## config.mk

```make
export PLATFORM = sky130hd
export DESIGN_NAME = iopt_walker
export DESIGN_NICKNAME = d
export VERILOG_FILES = /design/src/rtl/iopt_pkg.sv /design/src/rtl/iopt_base_table.sv /design/src/rtl/iopt_entry_check.sv /design/src/rtl/iopt_walker.sv
export SDC_FILE = /design/constraint.sdc
export NUM_CORES = 2
export LEC_CHECK = 0
export BUFFER_PORTS_ARGS = -buffer_cell sky130_fd_sc_hd__buf_2
export CAP_MARGIN = 10
export CELL_PAD_IN_SITES_DETAIL_PLACEMENT = 2
export CELL_PAD_IN_SITES_GLOBAL_PLACEMENT = 2
export CORE_MARGIN = 2
export CORE_UTILIZATION = 46
export CTS_CLUSTER_SIZE = 40
export DETAILED_ROUTE_END_ITERATION = 6
export PLACE_DENSITY = 0.78
export SLEW_MARGIN = 20
export SYNTH_ARGS = -nofsm -noshare
export SYNTH_HDL_FRONTEND = slang
export SYNTH_HIERARCHICAL = 1
export SYNTH_SLANG_ARGS = --single-unit
```

## constraint.sdc

```tcl
create_clock -name clk -period 3.5 [get_ports clk]
set_clock_uncertainty 0.05 [all_clocks]
set_input_delay 0.525 -clock clk [delete_from_list [all_inputs] [get_ports clk]]
set_output_delay 0.525 -clock clk [all_outputs]
set_load 0.02 [all_outputs]
```

## src/rtl/iopt_pkg.sv

```systemverilog
package iopt_pkg;

   typedef enum logic [1:0] {
      ST_OK    = 2'd0,
      ST_XLATE = 2'd1,
      ST_PERM  = 2'd2
   } walk_status_e;

   typedef enum logic [2:0] {
      W_IDLE,
      W_DREQ,
      W_DWAIT,
      W_LREQ,
      W_LWAIT,
      W_RESP
   } walk_state_e;

   localparam int unsigned VA_W       = 32;
   localparam int unsigned PG_SHIFT   = 12;
   localparam int unsigned IDX_W      = 10;
   localparam int unsigned BIT_RD     = 31;
   localparam int unsigned BIT_WR     = 30;
   localparam int unsigned BIT_NS     = 29;
   localparam int unsigned BIT_NEXT   = 28;
   localparam int unsigned BIT_CL_EN  = 31;

endpackage

```

## src/rtl/iopt_base_table.sv

```systemverilog
module iopt_base_table #(
   parameter int unsigned ASID_W = 7,
   parameter int unsigned FW     = 22
) (
   input  logic              clk,
   input  logic              rst_n,
   input  logic              idx_we,
   input  logic [ASID_W-1:0] idx_wdata,
   input  logic              dat_we,
   input  logic [31:0]       dat_wdata,
   input  logic [ASID_W-1:0] rd_asid,
   output logic [FW-1:0]     rd_frame,
   output logic              rd_present
);
   localparam int unsigned NUM = 1 << ASID_W;

   logic [ASID_W-1:0] idx_q;
   logic [NUM-1:0]    pres_q;
   logic [FW-1:0]     frame_q [NUM];

   always_ff @(posedge clk or negedge rst_n) begin
      if (!rst_n) begin
         idx_q  <= '0;
         pres_q <= '0;
      end else begin
         if (idx_we) idx_q <= idx_wdata;
         if (dat_we) pres_q[idx_q] <= |dat_wdata;
      end
   end

   always_ff @(posedge clk) begin
      if (dat_we) frame_q[idx_q] <= dat_wdata[FW-1:0];
   end

   assign rd_frame   = frame_q[rd_asid];
   assign rd_present = pres_q[rd_asid];

   // a data write lands on the previously selected index
   p_base_store_r3: assert property (@(posedge clk) disable iff (!rst_n)
      dat_we |=> (pres_q[$past(idx_q)] == $past(|dat_wdata)));

endmodule

```

## src/rtl/iopt_entry_check.sv

```systemverilog
module iopt_entry_check #(
   parameter int unsigned FW             = 22,
   parameter int unsigned DIR_PERM_MERGE = 1
) (
   input  logic [31:0]   dir_word,
   input  logic [31:0]   leaf_word,
   input  logic          is_write,
   output logic          dir_ok,
   output logic          leaf_present,
   output logic          perm_ok,
   output logic [2:0]    perm,
   output logic [FW-1:0] leaf_frame
);
   import iopt_pkg::*;

   logic eff_rd, eff_wr;

   assign dir_ok       = (dir_word != 32'd0) && dir_word[BIT_NEXT];
   assign leaf_present = (leaf_word != 32'd0);
   assign leaf_frame   = leaf_word[FW-1:0];

   generate
      if (DIR_PERM_MERGE != 0) begin : g_merge
         assign eff_rd = leaf_word[BIT_RD] & dir_word[BIT_RD];
         assign eff_wr = leaf_word[BIT_WR] & dir_word[BIT_WR];
      end else begin : g_leaf_only
         assign eff_rd = leaf_word[BIT_RD];
         assign eff_wr = leaf_word[BIT_WR];
      end
   endgenerate

   assign perm_ok = is_write ? eff_wr : eff_rd;
   assign perm    = {eff_rd, eff_wr, leaf_word[BIT_NS]};

endmodule

```

## src/rtl/iopt_walker.sv

```systemverilog
module iopt_walker #(
   parameter int unsigned PA_BITS        = 34,
   parameter int unsigned ASID_W         = 7,
   parameter int unsigned DIR_PERM_MERGE = 1
) (
   input  logic               clk,
   input  logic               rst_n,
   input  logic               cfg_idx_we,
   input  logic [ASID_W-1:0]  cfg_idx_wdata,
   input  logic               cfg_dat_we,
   input  logic [31:0]        cfg_dat_wdata,
   input  logic               miss_valid,
   output logic               miss_ready,
   input  logic [31:0]        miss_va,
   input  logic [31:0]        miss_client_cfg,
   input  logic               miss_write,
   output logic               mem_req,
   output logic [PA_BITS-1:0] mem_addr,
   input  logic               mem_rvalid,
   input  logic [31:0]        mem_rdata,
   output logic               rsp_valid,
   output logic [1:0]         rsp_status,
   output logic [ASID_W-1:0]  rsp_asid,
   output logic [31:0]        rsp_va,
   output logic [PA_BITS-1:0] rsp_pa,
   output logic [2:0]         rsp_perm
);
   import iopt_pkg::*;

   localparam int unsigned FW = PA_BITS - PG_SHIFT;

   generate
      if (PA_BITS < VA_W || FW > BIT_NEXT) begin : g_bad_pa
         $error("iopt_walker: PA_BITS must lie in 32..40");
      end
      if (ASID_W < 1 || ASID_W > 7) begin : g_bad_asid
         $error("iopt_walker: ASID_W must lie in 1..7");
      end
   endgenerate

   walk_state_e        state_q;
   walk_status_e       status_q;
   logic [31:0]        va_q;
   logic [ASID_W-1:0]  asid_q;
   logic               wr_q;
   logic               xlate_q;
   logic [FW-1:0]      base_q;
   logic [31:0]        pde_q;
   logic [PA_BITS-1:0] pa_q;
   logic [2:0]         perm_q;

   logic [FW-1:0]      bt_frame;
   logic               bt_present;
   logic [PA_BITS-1:0] va_ext;
   logic [31:0]        dir_sel;
   logic               ec_dir_ok, ec_leaf_present, ec_perm_ok;
   logic [2:0]         ec_perm;
   logic [FW-1:0]      ec_leaf_frame;

   iopt_base_table #(.ASID_W(ASID_W), .FW(FW)) u_bases (
      .clk        (clk),
      .rst_n      (rst_n),
      .idx_we     (cfg_idx_we),
      .idx_wdata  (cfg_idx_wdata),
      .dat_we     (cfg_dat_we),
      .dat_wdata  (cfg_dat_wdata),
      .rd_asid    (miss_client_cfg[ASID_W-1:0]),
      .rd_frame   (bt_frame),
      .rd_present (bt_present)
   );

   assign dir_sel = (state_q == W_DWAIT) ? mem_rdata : pde_q;

   iopt_entry_check #(.FW(FW), .DIR_PERM_MERGE(DIR_PERM_MERGE)) u_check (
      .dir_word     (dir_sel),
      .leaf_word    (mem_rdata),
      .is_write     (wr_q),
      .dir_ok       (ec_dir_ok),
      .leaf_present (ec_leaf_present),
      .perm_ok      (ec_perm_ok),
      .perm         (ec_perm),
      .leaf_frame   (ec_leaf_frame)
   );

   always_comb begin
      va_ext       = '0;
      va_ext[31:0] = miss_va;
   end

   always_ff @(posedge clk or negedge rst_n) begin
      if (!rst_n) begin
         state_q  <= W_IDLE;
         status_q <= ST_OK;
         va_q     <= '0;
         asid_q   <= '0;
         wr_q     <= 1'b0;
         xlate_q  <= 1'b0;
         base_q   <= '0;
         pde_q    <= '0;
         pa_q     <= '0;
         perm_q   <= '0;
      end else begin
         case (state_q)
            W_IDLE: begin
               if (miss_valid) begin
                  va_q     <= miss_va;
                  asid_q   <= miss_client_cfg[ASID_W-1:0];
                  wr_q     <= miss_write;
                  xlate_q  <= miss_client_cfg[BIT_CL_EN];
                  base_q   <= bt_frame;
                  pa_q     <= '0;
                  perm_q   <= '0;
                  status_q <= ST_OK;
                  if (!miss_client_cfg[BIT_CL_EN]) begin
                     pa_q    <= va_ext;
                     state_q <= W_RESP;
                  end else if (!bt_present) begin
                     status_q <= ST_XLATE;
                     state_q  <= W_RESP;
                  end else begin
                     state_q <= W_DREQ;
                  end
               end
            end
            W_DREQ: state_q <= W_DWAIT;
            W_DWAIT: begin
               if (mem_rvalid) begin
                  pde_q <= mem_rdata;
                  if (!ec_dir_ok) begin
                     status_q <= ST_XLATE;
                     state_q  <= W_RESP;
                  end else begin
                     state_q <= W_LREQ;
                  end
               end
            end
            W_LREQ: state_q <= W_LWAIT;
            W_LWAIT: begin
               if (mem_rvalid) begin
                  if (!ec_leaf_present) begin
                     status_q <= ST_XLATE;
                  end else if (!ec_perm_ok) begin
                     status_q <= ST_PERM;
                  end else begin
                     pa_q   <= {ec_leaf_frame, va_q[PG_SHIFT-1:0]};
                     perm_q <= ec_perm;
                  end
                  state_q <= W_RESP;
               end
            end
            W_RESP:  state_q <= W_IDLE;
            default: state_q <= W_IDLE;
         endcase
      end
   end

   always_comb begin
      mem_addr = '0;
      case (state_q)
         W_DREQ: mem_addr = {base_q, va_q[31:22], 2'b00};
         W_LREQ: mem_addr = {pde_q[FW-1:0], va_q[21:12], 2'b00};
         default: mem_addr = '0;
      endcase
   end

   assign mem_req    = (state_q == W_DREQ) || (state_q == W_LREQ);
   assign miss_ready = (state_q == W_IDLE);
   assign rsp_valid  = (state_q == W_RESP);
   assign rsp_status = status_q;
   assign rsp_asid   = asid_q;
   assign rsp_va     = va_q;
   assign rsp_pa     = pa_q;
   assign rsp_perm   = perm_q;

   // one request cycle per read
   p_req_pulse_r10: assert property (@(posedge clk) disable iff (!rst_n)
      mem_req |=> !mem_req);

   // busy after accepting a miss
   p_accept_busy_r8: assert property (@(posedge clk) disable iff (!rst_n)
      (miss_valid && miss_ready) |=> !miss_ready);

   // response pulse is followed by idle
   p_rsp_idle_r8: assert property (@(posedge clk) disable iff (!rst_n)
      rsp_valid |=> (miss_ready && !rsp_valid));

   // a granted translated write carries write permission
   p_write_perm_r6: assert property (@(posedge clk) disable iff (!rst_n)
      (rsp_valid && rsp_status == 2'd0 && xlate_q && wr_q) |-> rsp_perm[1]);

   // passthrough echoes the address
   p_passthru_r7: assert property (@(posedge clk) disable iff (!rst_n)
      (rsp_valid && !xlate_q) |-> (rsp_status == 2'd0 && rsp_pa[31:0] == rsp_va));

   // leaf reads only follow a next-level directory entry
   p_leaf_after_dir_r4: assert property (@(posedge clk) disable iff (!rst_n)
      (state_q == W_LREQ) |-> pde_q[BIT_NEXT]);

endmodule

```

==> impl_metrics.json <==
{
  "outcome": "complete, no violations",
  "syn_area_per_cell_um2": 23.7,
  "hp-class": "in2reg",
  "post_cts_buffers": 0,
  "min_period_ps": 3500,
  "worst-setup-path-type": "reg2reg",
  "whs_endpoint": "u_bases/frame_q[72][0]",
  "grt_max_degree": 129,
  "critPathLaunchType": "flop",
  "maxSlewHeadroom": 0.156,
  "io_pins": 257,
  "clock_latency_ps": 1020,
  "p_per_area_nw_per_um2": 633,
  "critical_path.max_fanout": 2,
  "reg2reg_from": "u_bases/pres_q[112]",
  "clock-sinks": 3080,
  "cts_tree": "yes",
  "h-tree-depth": 5,
  "yosys_warnings": 6,
  "reg2reg_to": "state_q[2]",
  "grt_setup_unrepaired": "no",
  "finalPower_mw": 88.4,
  "antenna_found_initial": 53,
  "syn-cell-area_um2": 120000,
  "route.vias.total": 67600,
  "drt_iter0_markers": 11700,
  "nets": 5994,
  "cap_violations": 0,
  "grt_use_total": 0.369,
  "drc_errors": 0,
  "port_buffers": 230,
  "root_buffer": "clkbuf_16",
  "dp.final_hpwl_mm": 275,
  "tightest_slew_ps": 1270,
  "clkTransAtPathRegs_ps": 80,
  "clk_path_buf_depth": 4,
  "gr-total-overflow": 0,
  "ant_nets": 0,
  "numCtsBuffers": 324,
  "hold_violations": 0,
  "dieArea_um2": 264000,
  "fmax_mhz": 286,
  "cp-end-kind": "flop",
  "fp-row-count": 187,
  "drive_gt1_frac": 0.413,
  "hold_start": "cfg_dat_wdata[0]",
  "wl_mm": 485,
  "place.gp.congestion": 0.822,
  "reg2reg_depth": 9,
  "dieHeight_um": 514,
  "start_util": 0.461,
  "dr.pass1.iters": 5,
  "die_width_um": 514,
  "slew_violations": 0,
  "grt_pass1_wl_mm": 655,
  "period_share": 0.999,
  "avgRoutedWirePerCell_um": 51.0,
  "power_leakage_nw": 45.6,
  "grt_pass1_vias": 68800,
  "fin_hold_ws_ps": 52.6,
  "cp_data_arrival_time_ps": 4320,
  "worst-r2r-setup-slack_ps": 2,
  "netlist_instances": 5049,
  "fillers": 21300,
  "finalSetupViolCount": 0,
  "drt-vias-per-instance": 7.11,
  "required_ps": 4320,
  "peakVddDrop_v": 0.000515,
  "syn2layout_area_growth_pct": 16.9,
  "worst_hold_path.num_cells": 1,
  "core_area_um2": 259000
}
==> cell usage in the layout, fill, tap and decap left out, drive strengths merged <==
master and n:
mux2i 35, o21a 1, clkinv 96, a41o 1
mux2 249, nor4b 1, and4b 1, or2 2
nor2b 7, nor3 6, nand4 5, dfrtp 264
nand2 18, nor4 16, or3 5, o21ai 8
o21ba 1, diode 11, bufinv 21, mux4 966
o31ai 1, a22oi 1, buf 718, a311oi 1
inv 14, nand2b 4, nor3b 33, clkinvlp 13
nand3 15, dlygate4sd3 71, nor2 195, a21oi 67
conb 2, and2 3, edfxtp 2816, and3 2
clkbuf 437
==> worst max-delay path by stage <==
stage / startpoint / endpoint / cells past startpoint
floorplan: miss_client_cfg[2] / rsp_status[0] / 11
global placement: cfg_dat_wdata[5] / u_bases/pres_q[49] / 6
detailed placement: miss_client_cfg[0] / rsp_status[0] / 11
CTS: u_bases/idx_q[1] / u_bases/frame_q[42][8] / 5
global route: u_bases/pres_q[117] / state_q[2] / 9
finish: u_bases/pres_q[112] / state_q[2] / 9
==> cell type report <==
class                           count  area, µm²  area share
Multi-Input combinational cell   1646      27300       0.195
Clock inverter                    133       1200     0.00858
Clock buffer                      437       8950      0.0641
Antenna cell                       11       27.5    0.000197
Sequential cell                  3080      91200       0.652
Timing Repair Buffer              789       6820      0.0488
Tap cell                         3402       4260      0.0305
Inverter                           11       41.3    0.000295
==> sequential cells by signal (all words and copies together), names as in the netlist <==
| signal | count |
|---|---|
| u_bases/pres_q | 128 |
| u_bases/idx_q | 7 |
| rsp_asid | 7 |
| rsp_pa | 34 |
| rsp_perm | 3 |
| pde_q | 25 |
| base_q | 22 |
| u_bases/frame_q | 2816 |
| rsp_va | 32 |
| wr_q | 1 |
| state_q | 3 |
| rsp_status | 2 |
==> critical path: stages (launching register included) <==
cell and delay, ps:
dfrtp_1 440, mux4_2 540, mux4_2 630, mux4_2 600, mux2_2 390, buf_4 160, nand2_1 60, a21oi_1 60
or3_1 360, o31ai_1 100
==> layer usage <==
metal	part of all wire	vias up	track usage
met5	0.00063	-	0
met2	0.47	6295	0.578
met4	0.068	42	0.201
li1	-	23100	-
met1	0.35	36800	0.478
met3	0.11	1466	0.0906
==> power by group <==
part / switching (mW) / leakage (nW) / total, mW / internal [mW]
logic: 6.42 / 12.0 / 10.1 / 3.64
registers: 1.43 / 28.6 / 42.8 / 41.4
clock network: 16.0 / 4.95 / 35.6 / 19.5
==> stage by stage <==
step	cell area [µm²]	setup TNS, ps	util	worst slack (ps)	instances
floorplan	120000	0	-	2.80	5050
finish	140000	0	0.540	2.00	9509
detailed placement	129000	-8320	0.497	-461	8856
global route	140000	0	0.539	17.9	9502
global placement	129000	-117640	0.497	-924	8855
CTS	140000	0	0.539	2.28	9497
==> repair_timing <==
item | CTS | global route
hold endpoints to repair | 173 | 0
resized for setup | 2 | 4
setup endpoints to repair | 4 | 26
hold buffers | 71 | 0
Note: power is estimated with default switching activity, not from simulation.
